==> src/rtl/dac_cmd_pkg.sv <==
package dac_cmd_pkg;
  typedef enum logic [1:0] {
    PF_PALETTE = 2'd0,
    PF_RGB15   = 2'd1,
    PF_RGB16   = 2'd2,
    PF_TRUE    = 2'd3
  } pix_fmt_e;

  localparam logic [1:0] PORT_MASK  = 2'd0;
  localparam logic [1:0] PORT_INDEX = 2'd1;

  localparam logic [3:0] HI_RGB15 = 4'h1;
  localparam logic [3:0] HI_RGB16 = 4'h3;
  localparam logic [3:0] HI_TRUE  = 4'hD;
endpackage

==> src/rtl/dac_unlock_seq.sv <==
module dac_unlock_seq #(
  parameter int UNLOCK_READS = 4
) (
  input  logic clk,
  input  logic rst_n,
  input  logic mask_rd,
  input  logic mask_wr,
  input  logic other_acc,
  output logic armed
);
  localparam int CW = $clog2(UNLOCK_READS + 1);

  logic [CW-1:0] cnt_q;

  assign armed = (cnt_q == CW'(UNLOCK_READS));

  always_ff @(posedge clk) begin
    if (!rst_n) begin
      cnt_q <= '0;
    end else if (other_acc) begin
      cnt_q <= '0;
    end else if ((mask_rd || mask_wr) && armed) begin
      cnt_q <= '0;
    end else if (mask_wr) begin
      cnt_q <= '0;
    end else if (mask_rd) begin
      cnt_q <= cnt_q + CW'(1);
    end
  end
endmodule

==> src/rtl/dac_cmd_decode.sv <==
module dac_cmd_decode
  import dac_cmd_pkg::*;
(
  input  logic [3:0] cmd_hi,
  output pix_fmt_e   fmt,
  output logic       mux_mode
);
  always_comb begin
    unique case (cmd_hi)
      HI_RGB15: fmt = PF_RGB15;
      HI_RGB16: fmt = PF_RGB16;
      HI_TRUE:  fmt = PF_TRUE;
      default:  fmt = PF_PALETTE;
    endcase
  end

  assign mux_mode = (fmt == PF_PALETTE) && cmd_hi[1];
endmodule

==> src/rtl/dac_cmd_port.sv <==
module dac_cmd_port
  import dac_cmd_pkg::*;
#(
  parameter int          DW           = 8,
  parameter int          UNLOCK_READS = 4,
  parameter logic [7:0]  MASK_RST     = 8'hFF
) (
  input  logic          clk,
  input  logic          rst_n,
  input  logic [1:0]    addr,
  input  logic          rd,
  input  logic          wr,
  input  logic [DW-1:0] din,
  output logic [DW-1:0] dout,
  output logic [DW-1:0] pix_mask_o,
  output logic [1:0]    pix_fmt_o,
  output logic          mux_mode_o
);
  localparam int HI_LSB = DW - 4;

  logic [DW-1:0] mask_q, cmd_q, idx_q, dout_q, rd_sel;
  logic          at_mask, at_other, armed;
  pix_fmt_e      fmt;

  assign at_mask  = (addr == PORT_MASK);
  assign at_other = (rd || wr) && !at_mask;

  dac_unlock_seq #(.UNLOCK_READS(UNLOCK_READS)) u_seq (
    .clk       (clk),
    .rst_n     (rst_n),
    .mask_rd   (at_mask && rd && !wr),
    .mask_wr   (at_mask && wr),
    .other_acc (at_other),
    .armed     (armed)
  );

  dac_cmd_decode u_dec (
    .cmd_hi   (cmd_q[DW-1:HI_LSB]),
    .fmt      (fmt),
    .mux_mode (mux_mode_o)
  );

  always_comb begin
    unique case (addr)
      PORT_MASK:  rd_sel = armed ? cmd_q : mask_q;
      PORT_INDEX: rd_sel = idx_q;
      default:    rd_sel = '0;
    endcase
  end

  always_ff @(posedge clk) begin
    if (!rst_n) begin
      mask_q <= DW'(MASK_RST);
      cmd_q  <= '0;
      idx_q  <= '0;
      dout_q <= '0;
    end else begin
      if (wr) begin
        if (at_mask) begin
          if (armed) cmd_q  <= din;
          else       mask_q <= din;
        end else if (addr == PORT_INDEX) begin
          idx_q <= din;
        end
      end
      if (rd) dout_q <= rd_sel;
    end
  end

  assign dout       = dout_q;
  assign pix_mask_o = mask_q;
  assign pix_fmt_o  = fmt;
endmodule

==> config.mk <==
export PLATFORM = sky130hd
export DESIGN_NAME = dac_cmd_port
export DESIGN_NICKNAME = d
export VERILOG_FILES = /design/src/rtl/dac_cmd_pkg.sv /design/src/rtl/dac_unlock_seq.sv /design/src/rtl/dac_cmd_decode.sv /design/src/rtl/dac_cmd_port.sv
export SDC_FILE = /design/constraint.sdc
export NUM_CORES = 1
export LEC_CHECK = 0
export ABC_CLOCK_PERIOD_IN_PS = 2900
export CAP_MARGIN = 20
export CORE_ASPECT_RATIO = 1.25
export CORE_MARGIN = 2
export CORE_UTILIZATION = 50
export DETAILED_ROUTE_END_ITERATION = 16
export PLACE_DENSITY = 0.78
export RECOVER_POWER = 50
export SLEW_MARGIN = 5
export SYNTH_ARGS = -nofsm -noshare
export SYNTH_HDL_FRONTEND = slang
export SYNTH_HIERARCHICAL = 1
export SYNTH_SLANG_ARGS = --single-unit
==> constraint.sdc <==
create_clock -name clk -period 2.9 [get_ports clk]
set_clock_uncertainty 0.2 [all_clocks]
set_input_delay 0.87 -clock clk [delete_from_list [all_inputs] [get_ports clk]]
set_output_delay 0.87 -clock clk [all_outputs]
set_load 0.02 [all_outputs]
==> flow_summary.toml <==
[synth]
syn_area_sq_mm = 0.001593
ys_ff_latch = 35
synth.avg_cell_area_sq_um = 8.383
synth_compound_area_share_pct = 17.60
synth_adder_area_share_pct = 1.571
yosysSeqAreaShare_pct = 43.99
synthMuxAreaShare_pct = 3.456
synth_top_family_by_area = "simple AND/OR/NAND/NOR gates"
ys_types = 36
synthSimpleGateAreaFrac_pct = 28.20
synth.yosys.warnings = 6
syn_inst = 190
synth_xor_area_share_pct = 0.5499
synth_fp_nets = 206

[sta]
final-hold-violation-count = 0
drv_slew = 0
setup_viol = 0
whs_ps = 261.8
tightest_slew_ps = 749.3
finalSetupTns_ps = 0
max_freq_mhz = 357.4
grt_setup_unrepaired = "no"
post-route-period-util_pct = 96.49
relSlewSlack_pct = 49.91
timing.final.crit_period_ps = 2798

[run]
maxCapViolCount = 0

[clocking]
holdBufCountCts = 0
cts_resized = 0
cts-root-buf = "clkbuf_4"
clock_latency_ps = 340
cts_htree_levels = 2
cts_num_sinks = 35
post_cts_buffers = 0
numCtsBuffers = 5
clockBufferDepth = 2
path_clk_slew_ps = 100
tritoncts = "yes"

[placement]
dpl.cell_count = 255
io_buffers = 32
routabilityCongestion = 0.8237
hpwl_um = 2849

[min_path]
worstHoldStart = "dout[7]"
hold_path.class = "reg -> reg"

[pwr]
leakage_nw = 0.7341
power_density_mw_per_mm2 = 463.2
ir_worst_vdd_v = 0.0003726

[cells_and_area]
areaGrowthSynthToFinish_pct = 26.55
num_antenna_cells = 0
nFillCells = 277
fin_cells = 263
layout_commonest_cell = "nand2_1"
layout-drive-gt1-share_pct = 10.13
final_cell_mix = "nand2_1 (38), dfxtp_1 (35), clkdlybuf4s50_1 (30)"
nNetsFinal = 242

[grt]
antenna_found_initial = 0
overflow = 0
grtUsageTotal_pct = 24.35
grt_start_max_net_pins = 29
grt_pass1_vias = 1458
grt_pass1_wl_um = 6382

[drt]
drt_iter0_markers = 45
ant_nets = 0
routed_wirelength_um = 3754
detail_route.wl_per_cell_um = 14.27
num_vias = 1460
drt-pass1-iter-count = 4
via_per_inst = 5.551
drcViolationCount = 0

[die]
core_sq_mm = 0.003000
dieWidth_um = 54.48
rows = 22
start_util_pct = 53.09
die-height_um = 67.11
dieArea_sq_mm = 0.003656
io_pins = 33

[setup_path]
path_class = "reg -> out"
critPathRequiredTime_ps = 1830
r2r-start = "u_seq/cnt_q[0]"
cp_max_fo = 5
end_kind = "output pin"
worstPathArrival_ps = 1730
start_kind = "flop"
cp-startpoint = "cmd_q[7]"

[outcome]
status = "complete, no violations"
==> kinds of logic after synthesis <==
family,Yosys count
adders and majority gates,2
buffers and inverters,15
AOI/OAI and AO/OA,45
xor gates and xnor gates,1
DFF,35
muxes,5
and+or+nand+nor,87
==> worst max-delay path, cell delays in order, from the launching register on <==
cell,delay (ps)
dfxtp_1,370
or2_1,270
a21oi_2,140
clkdlybuf4s50_1,610
==> worst paths after layout <==
path / endpoint / slack (ps) / cells after the start
max reg2reg: cmd_q[2] / 440 / 7
min reg2reg: dout[7] / 260 / 2
min: dout[7] / 260 / 2
max: pix_fmt_o[0] / 100 / 3
==> area by class of cell <==
cell class                      count  area [sq um]  share of cell area [%]
Inverter                            3         11.26                  0.5587
Multi-Input combinational cell    140         812.0                   40.29
Sequential cell                    35         700.7                   34.76
Clock buffer                        8         68.82                   3.414
Tap cell                           36         45.04                   2.235
Timing Repair Buffer               41         377.9                   18.75
==> state kept, by name, indices dropped and copies added, names as in the netlist <==
name,count
u_seq/cnt_q,3
pix_mask_o,8
cmd_q,8
dout,8
idx_q,8
==> Yosys cell counts <==
cell type,number,area share (%)
and3_1,1,0.39
nand3_1,24,7.5
clkbuf_1,5,1.2
and3b_2,1,0.63
or4b_1,1,0.63
a21bo_2,1,0.63
or3b_4,1,0.71
a211oi_1,5,2.4
nor2b_1,5,2.0
buf_4,1,0.47
nand2b_1,1,0.39
nor3_1,2,0.63
mux2_2,4,2.8
o22ai_1,1,0.39
buf_2,5,1.6
dfxtp_1,35,44
ha_1,2,1.6
buf_6,1,0.71
and2b_4,1,0.63
a21boi_0,9,4.2
o21ai_0,15,4.7
a22oi_1,4,1.9
nor2_1,4,0.94
nor4b_4,1,1.5
a21oi_1,4,1.3
nand2_1,38,9.0
xnor2_1,1,0.55
and2_1,2,0.79
nor4bb_1,1,0.63
a21oi_2,1,0.55
or2_1,1,0.39
o21ai_1,5,1.6
inv_1,3,0.71
nor4b_1,1,0.55
mux2i_1,1,0.63
nand3b_1,2,0.94
==> metal layers <==
layer	wire (um)	vias to the layer above	track usage [%]	part of all wire, %
met1	1474	670	26.99	39
met4	71	0	9.063	1.9
met2	2006	47	42.77	53
met3	202	9	6.951	5.4
met5	0	-	0	0
li1	-	734	-	-
==> stage by stage <==
stage | utilization [%] | area, sq um | setup WS, ps | power (W)
floorplan | - | 1593 | 489.1 | 0.0005816
detailed placement | 65.64 | 1969 | 249.9 | 0.0006473
finish | 67.18 | 2016 | 101.9 | 0.0009336
global placement | 65.64 | 1969 | 227.7 | 0.0006437
global route | 67.18 | 2016 | 31.85 | 0.0009757
CTS | 67.93 | 2038 | 90.59 | 0.0009488
==> where the power goes <==
| part | switching (W) | internal (W) |
|---|---|---|
| Clock | 0.000159 | 0.000143 |
| Combinational | 0.0000656 | 0.0000616 |
| Sequential | 0.00000903 | 0.000496 |
Note: power is estimated with default switching activity, not from simulation.
